[src/rtl/cmpirq_pkg.sv]
package cmpirq_pkg;

  localparam int REG_W   = 8;
  localparam int B_OFF   = 7;
  localparam int B_REF   = 6;
  localparam int B_SYNC  = 5;
  localparam int B_FLAG  = 4;
  localparam int B_IE    = 3;
  localparam int B_ROUTE = 2;
  localparam int B_MODE1 = 1;
  localparam int B_MODE0 = 0;

  typedef enum logic [1:0] {
    EV_TOGGLE = 2'b00,
    EV_NONE   = 2'b01,
    EV_FALL   = 2'b10,
    EV_RISE   = 2'b11
  } ev_mode_e;

  // Decide whether a transition prev -> cur counts as an event under mode m
  function automatic logic edge_hit(ev_mode_e m, logic prev, logic cur);
    logic hit;
    case (m)
      EV_TOGGLE: hit = prev ^ cur;
      EV_FALL:   hit = prev & ~cur;
      EV_RISE:   hit = ~prev & cur;
      default:   hit = 1'b0;
    endcase
    return hit;
  endfunction

endpackage

[src/rtl/cmpirq_sync.sv]
module cmpirq_sync #(
  parameter int STAGES = 2
) (
  input  logic clk,
  input  logic rst_n,
  input  logic raw_i,
  input  logic force_low_i,
  output logic sync_o
);
  logic [STAGES-1:0] chain_q;
  logic              sample_in;

  // gated input while the comparator is off
  assign sample_in = raw_i & ~force_low_i;

  always_ff @(posedge clk or negedge rst_n) begin
    if (!rst_n) chain_q <= '0;
    else        chain_q <= {chain_q[STAGES-2:0], sample_in};
  end

  assign sync_o = chain_q[STAGES-1];
endmodule

[src/rtl/cmpirq_edge.sv]
module cmpirq_edge
  import cmpirq_pkg::*;
(
  input  logic     clk,
  input  logic     rst_n,
  input  logic     sync_i,
  input  ev_mode_e mode_i,
  input  logic     suppress_i,
  output logic     evt_o
);
  logic prev_q;

  always_ff @(posedge clk or negedge rst_n) begin
    if (!rst_n) prev_q <= 1'b0;
    else        prev_q <= sync_i;
  end

  assign evt_o = ~suppress_i & edge_hit(mode_i, prev_q, sync_i);

  // the reserved mode never yields an event
  a_r5_reserved_quiet: assert property (@(posedge clk) disable iff (!rst_n)
    (mode_i == EV_NONE) |-> !evt_o);
endmodule

[src/rtl/cmpirq_flag.sv]
module cmpirq_flag (
  input  logic clk,
  input  logic rst_n,
  input  logic set_i,
  input  logic clr_wr_i,
  input  logic clr_ack_i,
  output logic flag_o
);
  logic flag_q;

  // set dominates either clear source
  always_ff @(posedge clk or negedge rst_n) begin
    if (!rst_n)                    flag_q <= 1'b0;
    else if (set_i)                flag_q <= 1'b1;
    else if (clr_wr_i | clr_ack_i) flag_q <= 1'b0;
  end

  assign flag_o = flag_q;

  a_r8_set_wins: assert property (@(posedge clk) disable iff (!rst_n)
    set_i |=> flag_o);
  a_r6_write_clear: assert property (@(posedge clk) disable iff (!rst_n)
    (clr_wr_i && !set_i) |=> !flag_o);
  a_r7_ack_clear: assert property (@(posedge clk) disable iff (!rst_n)
    (clr_ack_i && !set_i) |=> !flag_o);
endmodule

[src/rtl/cmp_irq_ctrl.sv]
module cmp_irq_ctrl
  import cmpirq_pkg::*;
#(
  parameter int SYNC_STAGES = 2
) (
  input  logic             clk,
  input  logic             rst_n,
  input  logic             cmp_raw_i,
  input  logic             bus_wr_i,
  input  logic [REG_W-1:0] bus_wdata_i,
  output logic [REG_W-1:0] bus_rdata_o,
  input  logic             vec_ack_i,
  input  logic             global_ie_i,
  output logic             irq_o,
  output logic             cmp_off_o,
  output logic             ref_int_sel_o,
  output logic             cap_trig_o
);
  logic     off_q, ref_q, ie_q, route_q;
  ev_mode_e mode_q;
  logic     sync_w, evt_w, flag_w, clr_wr_w;

  // writable control bits
  always_ff @(posedge clk or negedge rst_n) begin
    if (!rst_n) begin
      off_q   <= 1'b0;
      ref_q   <= 1'b0;
      ie_q    <= 1'b0;
      route_q <= 1'b0;
      mode_q  <= EV_TOGGLE;
    end else if (bus_wr_i) begin
      off_q   <= bus_wdata_i[B_OFF];
      ref_q   <= bus_wdata_i[B_REF];
      ie_q    <= bus_wdata_i[B_IE];
      route_q <= bus_wdata_i[B_ROUTE];
      mode_q  <= ev_mode_e'({bus_wdata_i[B_MODE1], bus_wdata_i[B_MODE0]});
    end
  end

  cmpirq_sync #(.STAGES(SYNC_STAGES)) u_sync (
    .clk(clk), .rst_n(rst_n), .raw_i(cmp_raw_i),
    .force_low_i(off_q), .sync_o(sync_w)
  );

  cmpirq_edge u_edge (
    .clk(clk), .rst_n(rst_n), .sync_i(sync_w), .mode_i(mode_q),
    .suppress_i(off_q), .evt_o(evt_w)
  );

  assign clr_wr_w = bus_wr_i & bus_wdata_i[B_FLAG];

  cmpirq_flag u_flag (
    .clk(clk), .rst_n(rst_n), .set_i(evt_w), .clr_wr_i(clr_wr_w),
    .clr_ack_i(vec_ack_i), .flag_o(flag_w)
  );

  always_comb begin
    bus_rdata_o          = '0;
    bus_rdata_o[B_OFF]   = off_q;
    bus_rdata_o[B_REF]   = ref_q;
    bus_rdata_o[B_SYNC]  = sync_w;
    bus_rdata_o[B_FLAG]  = flag_w;
    bus_rdata_o[B_IE]    = ie_q;
    bus_rdata_o[B_ROUTE] = route_q;
    bus_rdata_o[B_MODE1] = mode_q[1];
    bus_rdata_o[B_MODE0] = mode_q[0];
  end

  assign irq_o         = flag_w & ie_q & global_ie_i;
  assign cmp_off_o     = off_q;
  assign ref_int_sel_o = ref_q;
  assign cap_trig_o    = route_q & sync_w;

  // with the comparator off and no clear, the flag holds
  a_r12_off_holds_flag: assert property (@(posedge clk) disable iff (!rst_n)
    (off_q && !vec_ack_i && !clr_wr_w) |=> (flag_w == $past(flag_w)));

  // any change of the synchronized result sets the flag in toggle mode
  a_r4_toggle_sets: assert property (@(posedge clk) disable iff (!rst_n)
    (mode_q == EV_TOGGLE && !off_q && sync_w != $past(sync_w)) |=> flag_w);

  // a rising result sets the flag in rising mode
  a_r5_rise_sets: assert property (@(posedge clk) disable iff (!rst_n)
    (mode_q == EV_RISE && !off_q && $rose(sync_w)) |=> flag_w);

  // the synchronizer output is low two edges after the comparator was off
  if (SYNC_STAGES == 2) begin : g_sync_chk
    a_r12_sync_forced_low: assert property (@(posedge clk) disable iff (!rst_n)
      $past(off_q, 2) |-> !sync_w);
  end
endmodule

[config.mk]
export PLATFORM = sky130hd
export DESIGN_NAME = cmp_irq_ctrl
export DESIGN_NICKNAME = d
export VERILOG_FILES = /design/src/rtl/cmpirq_pkg.sv /design/src/rtl/cmpirq_sync.sv /design/src/rtl/cmpirq_edge.sv /design/src/rtl/cmpirq_flag.sv /design/src/rtl/cmp_irq_ctrl.sv
export SDC_FILE = /design/constraint.sdc
export NUM_CORES = 1
export LEC_CHECK = 0
export BUFFER_PORTS_ARGS = -buffer_cell sky130_fd_sc_hd__clkbuf_2
export CAP_MARGIN = 30
export CORE_AREA = 5 5 42 44
export DETAILED_ROUTE_END_ITERATION = 6
export DIE_AREA = 0 0 47 49
export PLACE_DENSITY_LB_ADDON = 0.25
export RECOVER_POWER = 25
export SLEW_MARGIN = 10
export SYNTH_ARGS = -nofsm -noshare
export SYNTH_HDL_FRONTEND = slang
export SYNTH_HIERARCHICAL = 1
export SYNTH_SLANG_ARGS = --single-unit
[constraint.sdc]
create_clock -name clk -period 1.3 [get_ports clk]
set_input_delay 0.195 -clock clk [delete_from_list [all_inputs] [get_ports clk]]
set_output_delay 0.195 -clock clk [all_outputs]
set_load 0.005 [all_outputs]
Word level (Yosys, flattened, before mapping) --
Cells that the tools add are included.
Word-level totals: bits in registers 10, input port bits 14, output and inout bits 12, word-level logic and storage cells 28
Cells by class: equality and inequality tests 2, multiplexer cells 3, bitwise gates (word level) 13, reductions and logical operators 2
Operator list (count):
- $and 1x1->1 | 8
- $eq 2x2->1 const B | 2
- $not 1->1 | 3
- $pmux 1 s3 | 1
- $logic_not 2->1 | 1
- $mux 1 | 2
- $reduce_bool 2->1 | 1
- $or 1x1->1 | 1
- $xor 1x1->1 | 1

Logic depth before layout (Yosys ltp) --
Gate-level depths: netlist (run 1).
word-level depth 5, mapped depth 5, depth with buffers taken out 5

Cells and area by module --
The synthesis (run 1) kept the hierarchy.
By module, submodules not included:
- cmp_irq_ctrl | times used 1, cells an instance 22, area each 316.6 um^2, seq. area each 150.1 um^2
- cmpirq_edge | times used 1, cells an instance 9, area each 95.1 um^2, seq. area each 25.0 um^2
- cmpirq_sync | times used 1, cells an instance 3, area each 63.8 um^2, seq. area each 50.0 um^2
- cmpirq_flag | times used 1, cells an instance 3, area each 36.3 um^2, seq. area each 25.0 um^2

Worst setup path after synthesis (run 1) --
OpenSTA, ideal clock, no wires.
path type flip-flop to flip-flop, start point register u_sync.chain_q[1], end point register u_flag.flag_q, in the netlist u_flag/flag_o, setup time 0.064 ns, arrival 1.096 ns, required time 1.236 ns, setup slack 0.140 ns, stages on the path, launching flop included 6, path buffers 0, period minus slack after synthesis 1.160 ns, cell sequence dfrtp_1 inv_1 ha_1 nor2b_1 o41ai_2 a21o_1
On the way: word-level cells in the longest chain between the ends 5, elaborated cells between the ends (all ways) 8
RTL lines:
- start, declared | RTL line cmpirq_sync.sv:10 | logic [STAGES-1:0] chain_q;
- start signal, assigned | RTL line cmpirq_sync.sv:18 | else chain_q <= {chain_q[STAGES-2:0], sample_in};
- $not 1->1 | RTL line cmpirq_pkg.sv:25 | EV_FALL: hit = prev & ~cur;
- $and 1x1->1 | RTL line cmpirq_pkg.sv:25
- $pmux 1 s3 * | RTL line cmpirq_pkg.sv:23 | case (m)
- $and 1x1->1 * | RTL line cmpirq_edge.sv:18 | assign evt_o = ~suppress_i & edge_hit(mode_i, prev_q, sync_i);
- net evt_w | RTL line cmp_irq_ctrl.sv:21 | logic sync_w, evt_w, flag_w, clr_wr_w;
- $mux 1 or $reduce_bool 2->1 (tied branches)
- end signal, assigned | RTL line cmpirq_flag.sv:13 | if (!rst_n) flag_q <= 1'b0;
- end signal, assigned | RTL line cmpirq_flag.sv:14 | else if (set_i) flag_q <= 1'b1;
- end signal, assigned | RTL line cmpirq_flag.sv:15 | else if (clr_wr_i | clr_ack_i) flag_q <= 1'b0;
- end, declared | RTL line cmpirq_flag.sv:9 | logic flag_q;
The timed path passes the listed nets; every way through them passes the cells marked *. A chain may end at the register's enable or synchronous reset.

Worst setup path in the final report (run 1) --
start point register u_sync.chain_q[1], end point output port cap_trig_o
On the way: word-level cells in the longest chain between the ends 1
RTL lines:
- $and 1x1->1 | RTL line cmp_irq_ctrl.sv:72 | assign cap_trig_o = route_q & sync_w;
- end, declared | RTL line cmp_irq_ctrl.sv:17 | output logic cap_trig_o
No other way between the ends.

==> metrics.md, run 1 <==
| Metric | Value |
|---|---|
| Status | completed |
| Fmax | a little over 0.8 GHz |
| Setup Fix Bufs, Post-CTS | 0 |
| Dpl hpwl | about 760 um |
| ANT nets after route | 0 |
| Vias in the first global route | between 300 and 400 |
| Ys Warns | 6 |
| Synthesized Nets | 53 |
| Largest net degree at the start of global routing | 11 |
| Initial core utilization | 36.52% |
| Clk_skew | around 0.0013 ns |
| Setup Crit Path Kind | reg2out |
| Num CTS Buffers | 3 |
| # resized after CTS | 0 |
| H-tree lvl count | 1 |
| Flops & latches, synth | 10 |
| Worst-Margin Slew | 0.5213 ns |
| Setup ws final | 0.09297 ns |
| I/O pins | 26 |
| Number of buffers added on ports | 24 |
| Pre-CTS WS | between 0.1 and 0.15 ns |
| Clock tree buffer depth | 2 |
| Cells after Synth | 37 |
| Global Route Usage Sum | approximately a tenth |
| CP max FO | 4 |
| Tcrit/Tclk final | 92.85% |
| Syn_area_per_cell | ~14 sq um |
| Share of cells above drive strength 1 | ~62% |
| Filler cell count in the final layout | between 100 and 150 |
| CP endpoint kind | output port |
| CTS tree | built |
| Clock-pin slew on the worst setup and hold paths | 0.07 ns |
| Power per Cell Area | 1213 nW/um^2 |
| Crit path required time | 1.11 ns |
| Fin Setup TNS | 0 ns |
| First-pass GRT wire length | between 1 and 1.5 mm |
| Number of diodes | 0 |
| Gr busiest metal | met2 |
| P_leak | ~0.36 nW |
| Die area | between 2000 and 2500 sq um |
| Unrepaired setup endpoints after global routing | false |
| Die W | 47 um |
| Post-Route WL | around 900 um |
| Final hold viol count | 0 |
| Root buffer selected by CTS | clkbuf_4 |
| Drt drc | 0 |
| Hold slack | around 0.14 ns |
| Initial DRT Pass Iterations | 1 |
| Crit start category | flip-flop |
| Net count, final | a little under 80 |
| Gpl congestion | roughly 0.64 |
| Minimum clock period after layout | approximately 1.2 ns |
| Final max-slew violation count | 0 |
| Die height | about 50 um |
| Worst-Skew Late Latency | roughly 0.27 ns |
| DR vias | ~340 |
| Min-Delay Path Class | in2reg |
| Total grt overflow | 0 |
| Met2 usage | between 10% and 20% |
| Initial antenna violation count | 0 |
| Fin cells | 76 |
| Met3 global-route usage | around 7.4% |
| Placed Area | between 600 and 700 sq um |
| CP arrival | ~1.0 ns |
| Area of the core | 1401 sq um |
| Final core utilization | between 40% and 50% |
| Maxcap violations | 0 |
| Layout overhead on the synthesized area | 26.65% |
| WL per Instance | approximately 12 um |
| Setup-failing EPs final | 0 |
| Placed insts | a little over 70 |
| Placement Rows | 14 |
| Fin area | 648.1 sq um |
| GR met1 Demand/Resource | 8.864% |
| Yosys cell types | 15 |
| Total Power | ~0.8 mW |
| Relative slew slack | approximately two thirds |
| Via density | 4.526 |
| DR iter-0 viols | 0 |
| Sequential share of the synthesized area | 48.90% |
| Worst VDD drop | around 0.56 mV |
| # hold bufs at CTS | 1 |
| Sink Count | 10 |
| Post-Syn Area | approximately 510 sq um |
[sequential cells by signal, indices dropped and copies added, names as in the netlist]
register	flops
mode_q	2
u_sync/chain_q	2
cmp_off_o	1
ie_q	1
ref_int_sel_o	1
route_q	1
u_edge/prev_q	1
u_flag/flag_o	1
[path summary, 6_finish.rpt]
kind | start | cells after the start | slack [ns] | to
setup reg to reg | u_edge/prev_q | 4 | 0.14 | u_flag/flag_o
hold reg to reg | u_sync/chain_q[0] | 0 | 0.35 | u_sync/chain_q[1]
max in group asynchronous | rst_n | 2 | 0.54 | mode_q[0]
setup / recovery | u_sync/chain_q[1] | 3 | 0.09 | cap_trig_o
min in group asynchronous | rst_n | 2 | 0.41 | ie_q
hold / removal | cmp_raw_i | 2 | 0.14 | u_sync/chain_q[0]
[area by class of cell]
cell class              count  area [sq um]  area share [%]
well taps                  16         20.02           3.089
clock buffers               4         36.28           5.598
repair buffers             26         136.4           21.04
flip-flops and latches     10         250.2           38.61
inverters                   2         7.507           1.158
multi-input cells          18         197.7           30.50
[synth_stat cells]
library cell	count	area [sq um]
a21o_1	1	7.510
nand4b_1	1	8.760
inv_1	2	7.510
and2_1	1	6.260
and2_2	1	7.510
nor2_1	1	3.750
buf_4	6	45.04
o41ai_2	1	16.27
nor2b_1	2	12.51
mux2_4	6	90.09
buf_6	1	11.26
and3_1	1	6.260
ha_1	2	25.02
dfrtp_1	10	250.2
nor2b_4	1	13.76
[report_power, final]
| group | switching, mW | internal, mW | total (mW) |
|---|---|---|---|
| combinational | 0.0492 | 0.0870 | 0.136 |
| sequential | 0.0276 | 0.342 | 0.370 |
| clock | 0.110 | 0.170 | 0.280 |
| total | 0.187 | 0.599 | 0.786 |
[layer usage]
layer,up-vias,share of wire [%],wire length [um]
li1,163,-,-
met1,158,34,315
met2,18,47,436
met3,5,15,135
met4,0,3.4,31
met5,-,0,0
[cell families after synthesis]
family / Yosys count / share of synthesized area [%]
muxes: 6 / 17.60
and+or+nand+nor: 8 / 11.49
DFF: 10 / 48.90
buffers and inverters: 9 / 12.47
AOI/OAI and AO/OA: 2 / 4.647
adders and majority gates: 2 / 4.889
[worst max-delay path, stage by stage, from the launching register on]
cell	delay, ns
dfrtp_1	0.37
buf_4	0.14
and2_1	0.13
clkbuf_2	0.10
[cell usage in the layout, fill, tap and decap left out]
cell and n:
mux2_4 6, and2_1 1, nor2b_1 2, buf_4 1, dlygate4sd3_1 1, dfrtp_1 10
and3_1 1, inv_1 2, clkbuf_4 3, ha_1 2, clkbuf_1 1, nor2_1 1
nand4b_1 1, nor2b_4 1, clkbuf_8 1, and2_2 1, a21o_1 1, clkbuf_2 23
o41ai_2 1
(Power assumes the default switching activity.)
==> run 2, diff against run 1 <==
--- a/config.mk
+++ b/config.mk
@@ -5,6 +5,7 @@
 export SDC_FILE = /design/constraint.sdc
 export NUM_CORES = 1
 export LEC_CHECK = 0
+export ABC_CLOCK_PERIOD_IN_PS = 1300
 export BUFFER_PORTS_ARGS = -buffer_cell sky130_fd_sc_hd__clkbuf_2
 export CAP_MARGIN = 30
 export CORE_AREA = 5 5 42 44
@@ -15,5 +16,4 @@
 export SLEW_MARGIN = 10
 export SYNTH_ARGS = -nofsm -noshare
 export SYNTH_HDL_FRONTEND = slang
-export SYNTH_HIERARCHICAL = 1
 export SYNTH_SLANG_ARGS = --single-unit
==> metrics.md, run 2 <==
| Metric | Value |
|---|---|
| Number of diodes | 0 (unchanged) |
| Tcrit/Tclk final | 91.19% (-1.7 points) |
| CTS tree | built |
| Die height | 49 um (unchanged) |
| Root buffer selected by CTS | clkbuf_4 |
| CP endpoint kind | output port |
| I/O pins | 26 (unchanged) |
| Dpl hpwl | 668.4 um (-11%) |
| Hold Crit Depth | 2 (unchanged) |
| Initial DRT Pass Iterations | 4 (+3) |
| DR vias | 332 (-3.5%) |
| Maxcap violations | 0 (unchanged) |
| Worst-Margin Slew | 0.5142 ns (-0.007099 ns) |
| Crit path buf inv count | 2 (unchanged) |
| ANT nets after route | 0 (unchanged) |
| Fin Setup TNS | 0 ns (unchanged) |
| Global Route Usage Sum | 8.060% (-1.7 points) |
| Min-Delay Path Class | in2reg |
| Crit path required time | 1.11 ns (about the same) |
| Total Power | 0.6874 mW (-13%) |
| Pre-CTS WS | 0.2317 ns (+0.1027 ns) |
| Vias in the first global route | 318 (-7.0%) |
| Total grt overflow | 0 (unchanged) |
| Slowest stage cell, crit path | dfrtp_1 |
| Crit start category | flip-flop |
| Reg-to-reg startpoint | u_sync.chain_q[1] |
| CP cell instances | buf_4 -> and2_1 -> clkbuf_2 |
| Status | completed |
| Yosys top cell area share | 50.25% (+1.4 points) |
| Reg2Reg Depth | 5 (+1) |
| Placement Rows | 14 (unchanged) |
| Biggest regs | mode_q (2), u_sync.chain_q (2) |
| Setup Crit Path Kind | reg2out |
| Post-synth EDFFs | 0 (unchanged) |
| Synthesized Nets | 52 (-1.9%) |
| Number of buffers added on ports | 24 (unchanged) |
| H-tree lvl count | 1 (unchanged) |
| DR iter-0 viols | 2 (+2) |
| Worst VDD drop | 0.5842 mV (+4.6%) |
| Flops & latches, synth | 10 (unchanged) |
| Sink Count | 10 (unchanged) |
| P_leak | 0.3450 nW (-5.4%) |
| Endpoint, Worst Hold | u_sync.chain_q[0] |
| Largest net degree at the start of global routing | 11 (unchanged) |
| Cells after Synth | 36 (-2.7%) |
| Net count, final | 76 (-1.3%) |
| Filler cell count in the final layout | 154 (+8.5%) |
| Area of the core | 1401 sq um (unchanged) |
| Final max-slew violation count | 0 (unchanged) |
| Layout overhead on the synthesized area | 24.62% |
| Sequential share of the synthesized area | 50.25% (+1.4 points) |
| Setup-failing EPs final | 0 (unchanged) |
| Worst Hold Launch | cmp_raw_i |
| Clock tree buffer depth | 2 (unchanged) |
| Unrepaired setup endpoints after global routing | false |
| RR Endpoint | u_flag.flag_o |
| CP delay by family, top | flip-flops |
| Relative slew slack | 65.72% (+0.47 points) |
| First-pass GRT wire length | 1.311 mm (-10%) |
| Drt drc | 0 (unchanged) |
| WL per Instance | 10.84 um (-10%) |
| Most frequent cells after synthesis | dfrtp_1 (10), buf_4 (6), mux2_4 (6) |
| # resized after CTS | 0 (unchanged) |
| Minimum clock period after layout | 1.185 ns (-0.02161 ns) |
| Share of cells above drive strength 1 | 58.62% (-3.0 points) |
| Yosys cell types | 14 (-1) |
| # hold bufs at CTS | 1 (unchanged) |
| Setup ws final | 0.1146 ns (+0.02161 ns) |
| Final hold viol count | 0 (unchanged) |
| Slowest stage delay, CP | 0.37 ns (about the same) |
| Power per Cell Area | 1108 nW/um^2 (-8.7%) |
| Most common cell after layout, fill and taps aside | clkbuf_2 |
| Most frequent cells in the layout | clkbuf_2 (23), dfrtp_1 (10), mux2_4 (6), inv_1 (3), clkbuf_4 (3) |
| Top FF cell, synth | dfrtp_1 |
| Initial core utilization | 35.54% (-0.98 points) |
| Die area | 2303 sq um (unchanged) |
| Placed insts | 70 (-1.4%) |
| CP max FO | 4 (unchanged) |
| Ys Warns | 0 (-6) |
| Via density | 4.486 (-0.88%) |
| CP arrival | 0.99 ns (-0.02 ns) |
| Post-synth ARST share | 100.0% (unchanged) |
| Clk_skew | 0.0001378 ns (-0.001139 ns) |
| Yosys top cell by area | dfrtp_1 |
| Fmax | 0.8436 GHz (+1.8%) |
| Final core utilization | 44.29% (-2.0 points) |
| Most frequent cell after synthesis | dfrtp_1 |
| Main area contributors after synthesis | dfrtp_1 (50%), mux2_4 (18%), buf_4 (9.0%) |
| Gpl congestion | 0.6154 (-4.4%) |
| Die W | 47 um (unchanged) |
| Worst reg-to-reg setup slack | 0.23 ns (+0.09 ns) |
| Num CTS Buffers | 3 (unchanged) |
| Syn_area_per_cell | 13.83 sq um (about the same) |
| Clock-pin slew on the worst setup and hold paths | 0.05 ns (-0.02 ns) |
| Initial antenna violation count | 0 (unchanged) |
| Post-Route WL | 802 um (-13%) |
| Fin cells | 74 (-2.6%) |
| Setup Fix Bufs, Post-CTS | 0 (unchanged) |
| Post-Syn Area | 498.0 sq um (-2.7%) |
| Worst-Skew Late Latency | 0.25 ns (-0.02 ns) |
run 2: worst max-delay path by stage:
| stage | start | cells past startpoint | to | slack (ns) |
|---|---|---|---|---|
| after floorplan | u_sync.chain_q[1] | 5 | u_flag.flag_o | 0.21 |
| after global placement | u_sync.chain_q[1] | 5 | u_flag.flag_o | 0.24 |
| after detailed placement | u_sync.chain_q[1] | 5 | u_flag.flag_o | 0.23 |
| after CTS | u_sync.chain_q[1] | 3 | cap_trig_o | 0.1 |
| after global routing | u_sync.chain_q[1] | 3 | cap_trig_o | 0.07 |
| final | u_sync.chain_q[1] | 3 | cap_trig_o | 0.11 |
run 2: where the power goes:
part	total (mW)	internal, mW	switching, mW	leakage [nW]
sequential	0.367	0.342	0.0253	0.122
clock	0.190	0.106	0.0841	0.0138
combinational	0.130	0.0821	0.0484	0.209
total	0.687	0.530	0.158	0.345
run 2: cell type report:
cell class | instances | area, sq um | area share (%)
clock buffer | 3 | 22.52 | 3.629
inverter | 3 | 11.26 | 1.815
multi-input combinational | 16 | 180.2 | 29.03
sequential | 10 | 250.2 | 40.32
tap | 16 | 20.02 | 3.226
timing repair buffer | 26 | 136.4 | 21.98
run 2: metal layers:
metal  share of wire (%)  track usage (%)  vias to the layer above
met4                0.62            5.530                        0
met2                  44            11.54                       17
met1                  41            9.840                      151
li1                    -                -                      162
met5                   0                0                        -
met3                  15            2.583                        2
run 2: stage by stage:
stage	hold WS (ns)	cell area, sq um
5_1_grt	0.1644	620.6
4_1_cts	0.1537	621.8
3_5_place_dp	0.06927	589.3
6_report	0.1603	620.6
3_3_place_gp	0.06974	589.3
2_1_floorplan	-0.1006	498.0
run 2: kinds of logic after synthesis:
logic type | share of synthesized area [%]
mux | 20.10
buf+inv | 13.57
simple gates | 7.792
fa+ha+maj | 5.024
compound gates | 3.267
flops | 50.25
run 2: worst reg2reg max path, stage by stage, from the launching register on:
cell and delay (ns):
dfrtp_1 0.34, inv_1 0.04, ha_1 0.27, inv_1 0.05, mux2i_1 0.06, o311ai_2 0.21
